### src/rtl/vdiv_pkg.sv
`timescale 1ns/1ps
package vdiv_pkg;
  typedef enum logic [2:0] {
    ST_COUNT  = 3'd0,
    ST_NORM   = 3'd1,
    ST_NEAR   = 3'd2,
    ST_SEARCH = 3'd3,
    ST_HOLD   = 3'd4
  } vdiv_state_e;

  typedef enum logic [1:0] {
    CLS_SEARCH = 2'd0,
    CLS_NEAR   = 2'd1,
    CLS_NORM   = 2'd2
  } vdiv_class_e;
endpackage

### src/rtl/vdiv_half_line_counter.sv
`timescale 1ns/1ps
module vdiv_half_line_counter #(
  parameter int CNT_W = 10
) (
  input  logic             clk,
  input  logic             rst_n,
  input  logic             step,
  input  logic             clear,
  output logic [CNT_W-1:0] count
);
  localparam logic [CNT_W-1:0] CNT_TOP = '1;

  always_ff @(posedge clk) begin
    if (!rst_n)                         count <= '0;
    else if (clear)                     count <= '0;
    else if (step && count != CNT_TOP)  count <= count + 1'b1;
  end
endmodule

### src/rtl/vdiv_field_fsm.sv
`timescale 1ns/1ps
module vdiv_field_fsm
  import vdiv_pkg::*;
#(
  parameter int CNT_W     = 10,
  parameter int BRANCH_AT = 488
) (
  input  logic             clk,
  input  logic             rst_n,
  input  logic             step,
  input  logic             sync_rise,
  input  logic             in_own,
  input  logic [CNT_W-1:0] count,
  input  logic [CNT_W-1:0] norm_end,
  input  logic [CNT_W-1:0] win_hi,
  input  logic [CNT_W-1:0] tmo_lim,
  input  vdiv_class_e      cls,
  output vdiv_state_e      state,
  output logic             restart
);
  localparam logic [CNT_W-1:0] BRANCH_CNT = CNT_W'(BRANCH_AT);

  logic pending;
  logic timeout;

  assign timeout = (state == ST_NEAR   && count == win_hi) ||
                   (state == ST_SEARCH && count == tmo_lim);
  assign restart = step && (state == ST_HOLD || pending || timeout);

  always_ff @(posedge clk) begin
    if (!rst_n) begin
      state <= ST_COUNT;
    end else if (restart) begin
      state <= ST_COUNT;
    end else if (step) begin
      case (state)
        ST_COUNT: if (count == BRANCH_CNT) begin
          case (cls)
            CLS_NORM: state <= ST_NORM;
            CLS_NEAR: state <= ST_NEAR;
            default:  state <= ST_SEARCH;
          endcase
        end
        ST_NORM: if (count == norm_end) state <= ST_HOLD;
        default: state <= state;
      endcase
    end
  end

  always_ff @(posedge clk) begin
    if (!rst_n)       pending <= 1'b0;
    else if (restart) pending <= 1'b0;
    else if (sync_rise && ((state == ST_NEAR && in_own) || state == ST_SEARCH))
      pending <= 1'b1;
  end
endmodule

### src/rtl/vdiv_norm_tracker.sv
`timescale 1ns/1ps
module vdiv_norm_tracker
  import vdiv_pkg::*;
#(
  parameter int NORM_W        = 3,
  parameter int NEAR_MIN      = 4,
  parameter int SWITCH_FIELDS = 4
) (
  input  logic        clk,
  input  logic        rst_n,
  input  logic        sync_rise,
  input  logic        in_own,
  input  logic        in_oth,
  input  logic        restart,
  input  vdiv_state_e state,
  input  logic        forced,
  input  logic        side_eff,
  output vdiv_class_e cls,
  output logic        auto_side
);
  localparam logic [NORM_W-1:0] NORM_MAX = '1;
  localparam logic [NORM_W-1:0] NEAR_LIM = NORM_W'(NEAR_MIN);
  localparam int ALT_W = $clog2(SWITCH_FIELDS + 1);
  localparam logic [ALT_W-1:0] ALT_LAST = ALT_W'(SWITCH_FIELDS - 1);

  logic [NORM_W-1:0] score, score_n;
  logic [ALT_W-1:0]  alt, alt_n;
  logic hit_own, hit_oth, prev_bad, side_n, good;

  always_comb begin
    if (score == NORM_MAX)       cls = CLS_NORM;
    else if (score >= NEAR_LIM)  cls = CLS_NEAR;
    else                         cls = CLS_SEARCH;
  end

  assign good = hit_own && !(prev_bad && (state == ST_NORM || state == ST_NEAR));

  always_comb begin
    score_n = score;
    alt_n   = alt;
    side_n  = forced ? side_eff : auto_side;
    if (restart) begin
      if (good && score != NORM_MAX)   score_n = score + 1'b1;
      else if (!good && score != '0)   score_n = score - 1'b1;
      if (forced) begin
        alt_n = '0;
      end else if (hit_oth && !hit_own) begin
        if (alt == ALT_LAST) begin
          alt_n   = '0;
          side_n  = ~auto_side;
          score_n = '0;
        end else begin
          alt_n = alt + 1'b1;
        end
      end else begin
        alt_n = '0;
      end
    end else if (forced) begin
      alt_n = '0;
    end
  end

  always_ff @(posedge clk) begin
    if (!rst_n) begin
      score     <= '0;
      alt       <= '0;
      auto_side <= 1'b0;
      prev_bad  <= 1'b0;
      hit_own   <= 1'b0;
      hit_oth   <= 1'b0;
    end else begin
      score     <= score_n;
      alt       <= alt_n;
      auto_side <= side_n;
      if (restart) begin
        prev_bad <= !hit_own;
        hit_own  <= 1'b0;
        hit_oth  <= 1'b0;
      end else if (sync_rise) begin
        if (in_own) hit_own <= 1'b1;
        if (in_oth) hit_oth <= 1'b1;
      end
    end
  end
endmodule

### src/rtl/vdiv_field_ctrl.sv
`timescale 1ns/1ps
module vdiv_field_ctrl
  import vdiv_pkg::*;
#(
  parameter int CNT_W         = 10,
  parameter int BRANCH_AT     = 488,
  parameter int END_50        = 626,
  parameter int END_60        = 526,
  parameter int WLO_50        = 622,
  parameter int WHI_50        = 628,
  parameter int WLO_60        = 522,
  parameter int WHI_60        = 528,
  parameter int LONG_TMO      = 722,
  parameter int NORM_W        = 3,
  parameter int NEAR_MIN      = 4,
  parameter int SWITCH_FIELDS = 4
) (
  input  logic       clk,
  input  logic       rst_n,
  input  logic       hp_en,
  input  logic       vsync_in,
  input  logic       pll_locked,
  input  logic       force_50,
  input  logic       force_60,
  output logic       vsp_out,
  output logic       rate_60,
  output logic [2:0] state_dbg
);
  typedef struct packed {
    logic [CNT_W-1:0] lo;
    logic [CNT_W-1:0] hi;
    logic [CNT_W-1:0] fin;
  } side_lim_t;

  localparam side_lim_t LIM_50 = '{CNT_W'(WLO_50), CNT_W'(WHI_50), CNT_W'(END_50)};
  localparam side_lim_t LIM_60 = '{CNT_W'(WLO_60), CNT_W'(WHI_60), CNT_W'(END_60)};

  logic             vs_q, sync_rise;
  logic             forced, side_eff, auto_side;
  logic             in_own, in_oth, restart;
  logic [CNT_W-1:0] count, tmo_lim;
  side_lim_t        own, oth;
  vdiv_state_e      state;
  vdiv_class_e      cls;

  always_ff @(posedge clk) begin
    if (!rst_n) begin
      vs_q    <= 1'b0;
      vsp_out <= 1'b0;
    end else begin
      vs_q    <= vsync_in;
      vsp_out <= restart;
    end
  end

  assign sync_rise = vsync_in && !vs_q;
  assign forced    = force_50 || force_60;
  assign side_eff  = force_60 ? 1'b1 : (force_50 ? 1'b0 : auto_side);

  assign own     = side_eff ? LIM_60 : LIM_50;
  assign oth     = side_eff ? LIM_50 : LIM_60;
  assign in_own  = (count > own.lo) && (count < own.hi);
  assign in_oth  = (count > oth.lo) && (count < oth.hi);
  assign tmo_lim = (pll_locked && forced) ? CNT_W'(LONG_TMO) : own.hi;

  vdiv_half_line_counter #(.CNT_W(CNT_W)) u_cnt (
    .clk(clk), .rst_n(rst_n), .step(hp_en), .clear(restart), .count(count)
  );

  vdiv_field_fsm #(.CNT_W(CNT_W), .BRANCH_AT(BRANCH_AT)) u_fsm (
    .clk(clk), .rst_n(rst_n), .step(hp_en), .sync_rise(sync_rise),
    .in_own(in_own), .count(count), .norm_end(own.fin), .win_hi(own.hi),
    .tmo_lim(tmo_lim), .cls(cls), .state(state), .restart(restart)
  );

  vdiv_norm_tracker #(
    .NORM_W(NORM_W), .NEAR_MIN(NEAR_MIN), .SWITCH_FIELDS(SWITCH_FIELDS)
  ) u_trk (
    .clk(clk), .rst_n(rst_n), .sync_rise(sync_rise), .in_own(in_own),
    .in_oth(in_oth), .restart(restart), .state(state), .forced(forced),
    .side_eff(side_eff), .cls(cls), .auto_side(auto_side)
  );

  assign rate_60   = side_eff;
  assign state_dbg = state;
endmodule

### config.mk
export PLATFORM = sky130hd
export DESIGN_NAME = vdiv_field_ctrl
export DESIGN_NICKNAME = d
export VERILOG_FILES = /design/src/rtl/vdiv_pkg.sv /design/src/rtl/vdiv_half_line_counter.sv /design/src/rtl/vdiv_field_fsm.sv /design/src/rtl/vdiv_norm_tracker.sv /design/src/rtl/vdiv_field_ctrl.sv
export SDC_FILE = /design/constraint.sdc
export NUM_CORES = 1
export LEC_CHECK = 0
export CAP_MARGIN = 20
export CORE_MARGIN = 2
export CORE_UTILIZATION = 60
export DETAILED_ROUTE_END_ITERATION = 8
export PLACE_DENSITY = 0.89
export SYNTH_ARGS = -nofsm -noshare
export SYNTH_HDL_FRONTEND = slang
export SYNTH_SLANG_ARGS = --single-unit
### constraint.sdc
create_clock -name clk -period 4.24 [get_ports clk]
set_clock_uncertainty 0.2 [all_clocks]
set_input_delay 0.424 -clock clk [delete_from_list [all_inputs] [get_ports clk]]
set_output_delay 0.424 -clock clk [all_outputs]
set_load 0.02 [all_outputs]
# After elaboration in Yosys (flattened, before gate mapping)
# Index checks and enable logic that the tools add are counted.
op_classes:
  addsub: 4
  multipliers: 0
  div_mod_pow: 0
  n_lt_le_gt_ge: 5
  eq_ne: 16
  shift: 0
  muxes: 26
  n_bitwise: 2
  reduce_logical: 33
op_table:
  columns: ["operator", "n"]
  rows:
  - ["$mux 27", 2]
  - ["$mux 3", 12]
  - ["$eq 10x10->1", 3]
  - ["$gt 10x10->1", 2]
  - ["$lt 10x10->1", 2]
  - ["$logic_and 1x1->1", 15]
  - ["$add 10x1->10 const B", 1]
  - ["$eq 10x9->1 const B", 1]
  - ["$mux 10", 1]
  - ["$ne 10x10->1 const B", 1]
  - ["$eq 3x2->1 const B", 3]
  - ["$mux 1", 8]
  - ["$add 3x1->3 const B", 2]
  - ["$eq 3x3->1 const B", 2]
  - ["$logic_or 1x1->1", 6]
  - ["$pmux 3 s2", 1]
  - ["$logic_not 1->1", 4]
  - ["$ne 2x1->1 const B", 2]
  - ["$pmux 2 s2", 1]
  - ["$reduce_and 2->1", 2]
  - ["$reduce_and 4->1", 1]
  - ["$reduce_bool 2->1", 2]
  - ["$eq 3x1->1 const B", 1]
  - ["$ge 3x3->1 const B", 1]
  - ["9 further kinds", 10]
word_totals:
  reg_bits: 26
  latch_bits: 0
  ram_bits: 0
  rom_bits: 0
  inputBits: 7
  elab_cells: 97
  mem_count: 0

# Longest topological paths before layout
logic_depth:
  ltp_word: 12
  mapped_depth: 10
  mapped_depth_nobuf: 9

# Hierarchy
# A second synthesis with hierarchy kept.
hier_totals:
  cells_unflattened: 239
  area_unflattened_um2: 2049.5
modules_own_cells:
  columns: ["module", "n_inst", "cells_per_inst", "area_each_um2", "seq_area_each_um2"]
  rows:
  - ["vdiv_norm_tracker", 1, 72, 616.8, 200.2]
  - ["vdiv_field_fsm", 1, 70, 604.3, 80.1]
  - ["vdiv_half_line_counter", 1, 58, 513.0, 200.2]
  - ["vdiv_field_ctrl", 1, 39, 315.3, 40.0]

# Least setup slack after synthesis
# Ideal clock, no wire load.
synth_timing:
  kind: "input port to flip-flop"
  from: "input port force_60"
  to: "register u_cnt.count[6]"
  setup_ns: 0.115
  arrival_time_ns: 2.370
  setup_slack_ns: 1.555
  stages: 10
  path_cell_list: "clkbuf_1 > or2_2 > ha_1 > or3_1 > o31ai_1 > a32o_2 > or2_1 > buf_2 > buf_6 > nor2_1"
synth_between:
  elab_chain_len: 9
  word_cells_on_any_way: 13
  cone_classes: "2 x eq/ne; 3 x mux; 8 x reduce/logical"
synth_lines:
  columns: ["element", "line", "source"]
  rows:
  - ["start: declaration", "vdiv_field_ctrl.sv:24", "input logic force_60,"]
  - ["$mux 1 or $logic_or 1x1->1 (tied branches)", "vdiv_field_ctrl.sv:58, vdiv_field_ctrl.sv:57", null]
  - ["$mux 27 or $logic_and 1x1->1 (tied branches)", "vdiv_field_ctrl.sv:60, vdiv_field_ctrl.sv:64", null]
  - ["$mux 10", "vdiv_field_ctrl.sv:64", "assign tmo_lim = (pll_locked && forced) ? CNT_W'(LONG_TMO) : own.hi;"]
  - ["$eq 10x10->1", "vdiv_field_fsm.sv:27", "(state == ST_SEARCH && count == tmo_lim);"]
  - ["$logic_and 1x1->1", "vdiv_field_fsm.sv:27", null]
  - ["$logic_or 1x1->1 (*)", "vdiv_field_fsm.sv:26", "assign timeout = (state == ST_NEAR && count == win_hi) ||"]
  - ["$logic_or 1x1->1 (*)", "vdiv_field_fsm.sv:28", "assign restart = step && (state == ST_HOLD || pending || timeout);"]
  - ["$logic_and 1x1->1 (*)", "vdiv_field_fsm.sv:28", null]
  - ["$reduce_or 2->1 (no line) (*)", null, null]
  - ["end signal: assignment", "vdiv_half_line_counter.sv:16", "else if (step && count != CNT_TOP) count <= count + 1'b1;"]
  - ["end: declaration", "vdiv_half_line_counter.sv:9", "output logic [CNT_W-1:0] count"]
# Every way passes the cells marked *; elsewhere a longest branch is shown, timed or not.
# A chain may end at the register's enable or synchronous reset.

# Final worst setup path
layout_timing:
  from: "input port force_50"
  to: "register u_cnt.count[6]"
layout_between:
  elab_chain_len: 10
  word_cells_on_any_way: 14
  cone_classes: "2 x eq/ne; 4 x mux; 8 x reduce/logical"
layout_lines:
  columns: ["element", "line", "source"]
  rows:
  - ["start: declaration", "vdiv_field_ctrl.sv:23", "input logic force_50,"]
  - ["$mux 1 (2 in a row)", "vdiv_field_ctrl.sv:58", "assign side_eff = force_60 ? 1'b1 : (force_50 ? 1'b0 : auto_side);"]
  - ["$mux 27", "vdiv_field_ctrl.sv:60", "assign own = side_eff ? LIM_60 : LIM_50;"]
  - ["$mux 10", "vdiv_field_ctrl.sv:64", null]
  - ["$eq 10x10->1", "vdiv_field_fsm.sv:27", null]
  - ["$logic_and 1x1->1", "vdiv_field_fsm.sv:27", null]
  - ["$logic_or 1x1->1 (*)", "vdiv_field_fsm.sv:26", null]
  - ["$logic_or 1x1->1 (*)", "vdiv_field_fsm.sv:28", null]
  - ["$logic_and 1x1->1 (*)", "vdiv_field_fsm.sv:28", null]
  - ["$reduce_or 2->1 (no line) (*)", null, null]
# Marked as above.

==> impl_results.md <==
* Seq/Total Area, Yosys at 0.294
* Setup bufs post-CTS at 0
* CP Launch Type: input pin
* Slew @ Worst Pin at 764 ps
* I/O Buffers at 11
* CP peak stage delay at about 540 ps
* Crit path depth at 9
* CTS tree: yes
* WL met2 at roughly 1600 um
* Routability Congestion at about 0.89
* H-tree Lvls at 1
* Data arrival, critical path at about 3400 ps
* Max-slew headroom at 0.485
* Most frequent cell after synthesis: nor2_1
* Die area at roughly 3400 um^2
* Total grt overflow at 0
* Maxcap violations at 0
* Clock transition at path regs at ~140 ps
* CTS Hold Buffers Added at 0
* Cells after Synth at 221
* Core area at 2780 um^2
* Number of remaining DRC errors at 0
* # nets final at between 200 and 300
* Share of layout cells above drive strength 1 at 0.0529
* Hold Crit Depth at 2
* Yosys warns at 0
* CTS sink cnt at 26
* Post-Route WL at between 3000 and 4000 um
* GR Util All Layers at 0.219
* Synth Area per Inst at roughly 8 um^2
* DRT met1 WL at ~1600 um
* Clk buf depth at 2
* Top cell types by occurrence after synthesis: nor2_1 (36), dfxtp_1 (26), nand2_1 (17)
* RSZ-0062 raised after global routing: no
* Synth top area cells: dfxtp_1 (29%), ha_1 (11%), nor2_1 (7.6%), xnor2_1 (4.5%), nand2_1 (3.6%)
* Ys async rst share at 0
* Worst EP required at between 4000 and 5000 ps
* Setup TNS at 0 ps
* Ant diodes at 0
* Power per cell area at about 250 nW/um^2
* Final hold vios at 0
* Metal3 WL at ~200 um
* Post-route ant nets at 0
* IO Pins at 12
* Core Rows at 19
* Worst-Skew Late Latency at around 320 ps
* Drt first pass iters at 4
* Post-synthesis cell area at approximately 1800 um^2
* Via density at roughly 5.8
* Hold_sp: u_fsm.pending
* CP delay by family, top: simple AND/OR/NAND/NOR gates
* Layout area overhead at 8.14%
* Post-synth cell types at between 40 and 50
* Crit Path Class: in -> reg
* Crit Path Max Fanout at 16
* CTS Buf Count at 3
* Reg2reg path depth at 8
* Iter 0 DRT Violations at between 60 and 70
* HP Class: reg -> reg
* Top layer in use: met4
* Max IR drop VDD at around 0.28 mV
* CTS resizes at 0
* Initial antenna violation count at 0
* Via count at 1492
* Tcrit/Tclk final at 0.797
* Initial Util at 0.636
* Post-DP HPWL at between 2000 and 3000 um
* Peak Freq at roughly 0.3 GHz
* Prevailing post-synth register cell: dfxtp_1
* Largest net degree at the start of global routing at 17
* Worst r2r src: u_trk.auto_side
* Die height at about 58 um
* Leak Pwr at 0.707 nW
* Die width at slightly below 60 um
* Number of synthesized register bits at 26
* FF-to-FF setup slack at between 1000 and 1500 ps
* # setup viols final at 0
* Drt wl/cell at approximately 13 um
* Worst Slack Setup Final at between 800 and 900 ps
* Pre-CTS setup slack at between 500 and 600 ps
* Syn Nets at roughly 240
* Crit. Startpoint: force_50
* CP Cell Sequence: clkdlybuf4s50_1 -> nor2b_1 -> or2_2 -> ha_1 -> or3_1 -> o31ai_1 -> a32o_2 -> or2_1 -> nor2_1
* Critical path's slowest cell: clkdlybuf4s50_1
* Vias in the first global route at between 1k and 1.5k
* Buf/Inv on CP at 1
* Synth top area share at 0.294
* Crit path time final at around 3400 ps
* Post-synth EDFFs at 0
* Clock root buffer master: clkbuf_4
* Outcome: finished clean
* Final slew viol count at 0
* Yosys top cell by area: dfxtp_1
* First-pass GRT wire length at 5820 um
* Worst setup EP type: register
## kinds of logic after synthesis
family / Yosys count / share of synthesized area
buffers and inverters: 25 / 0.0686
adder cells (fa/ha/maj): 16 / 0.113
XOR/XNOR: 11 / 0.0545
multiplexers: 4 / 0.0226
flip-flops: 26 / 0.294
AO/OA/AOI/OAI: 39 / 0.157
AND/OR/NAND/NOR: 100 / 0.289
## per-stage QoR
| stage | std cells | cell area (um^2) | hold slack [ps] | util | total power, mW |
|---|---|---|---|---|---|
| detailed placement | 254 | 1860 | 252 | 0.668 | 0.307 |
| floorplan | 221 | 1770 | 232 | - | 0.292 |
| finish | 258 | 1910 | 270 | 0.687 | 0.473 |
| global placement | 254 | 1860 | 246 | 0.668 | 0.306 |
| global route | 258 | 1910 | 306 | 0.687 | 0.491 |
| CTS | 258 | 1910 | 272 | 0.687 | 0.476 |
## cell usage in the layout (no fill, tap or decap), types with 3 or more instances in the layout
master,n
inv_1,15
o21ai_0,7
o32ai_1,3
ha_1,16
a21oi_1,9
xnor2_1,9
nor3_1,4
nor2b_1,6
and2_1,4
nand2_1,17
dfxtp_1,26
nand3_1,8
clkbuf_4,3
nor2_1,36
nor4_1,3
clkdlybuf4s50_1,11
mux2i_1,4
nand2b_1,6
## registers in the layout (all words and copies together) (netlist names)
signal and cells:
u_trk.hit_oth 1, u_trk.score 3, u_trk.alt 3, u_cnt.count 10, u_trk.hit_own 1, u_fsm.state 3, vs_q 1, u_trk.prev_bad 1
u_fsm.pending 1, u_trk.auto_side 1, vsp_out 1
## path summary, 6_finish.rpt
check | end
worst max-delay path | u_cnt.count[6]
worst min-delay path | u_fsm.pending
worst max register to register | u_cnt.count[6]
worst min register to register | u_fsm.pending
## worst min-delay path: cells and delay by family, from the launching register on
kind | cells | cell delay (ps)
AO/OA/AOI/OAI | 1 | 60
buffers and inverters | 1 | 60
flip-flops | 1 | 320
## layer usage
| metal | up-vias | GRT usage |
|---|---|---|
| met2 | 43 | 0.369 |
| met1 | 674 | 0.290 |
| met5 | - | 0 |
| met3 | 4 | 0.0246 |
| li1 | 771 | - |
| met4 | 0 | 0.0764 |
## report_power, final
part | switching, mW | internal [mW] | total (mW) | leakage [nW]
registers | 0.00516 | 0.248 | 0.253 | 0.210
clock network | 0.0750 | 0.0956 | 0.171 | 0.0279
logic | 0.0277 | 0.0219 | 0.0497 | 0.468
## cell type report
cell class / count / area (um^2)
Clock buffer: 3 / 22.5
Clock inverter: 1 / 30.0
Fill cell: 236 / 870
Inverter: 15 / 56.3
Multi-Input combinational cell: 170 / 1130
Sequential cell: 26 / 520
Tap cell: 31 / 38.8
Timing Repair Buffer: 12 / 118
Note: power is estimated with default switching activity, not from simulation.
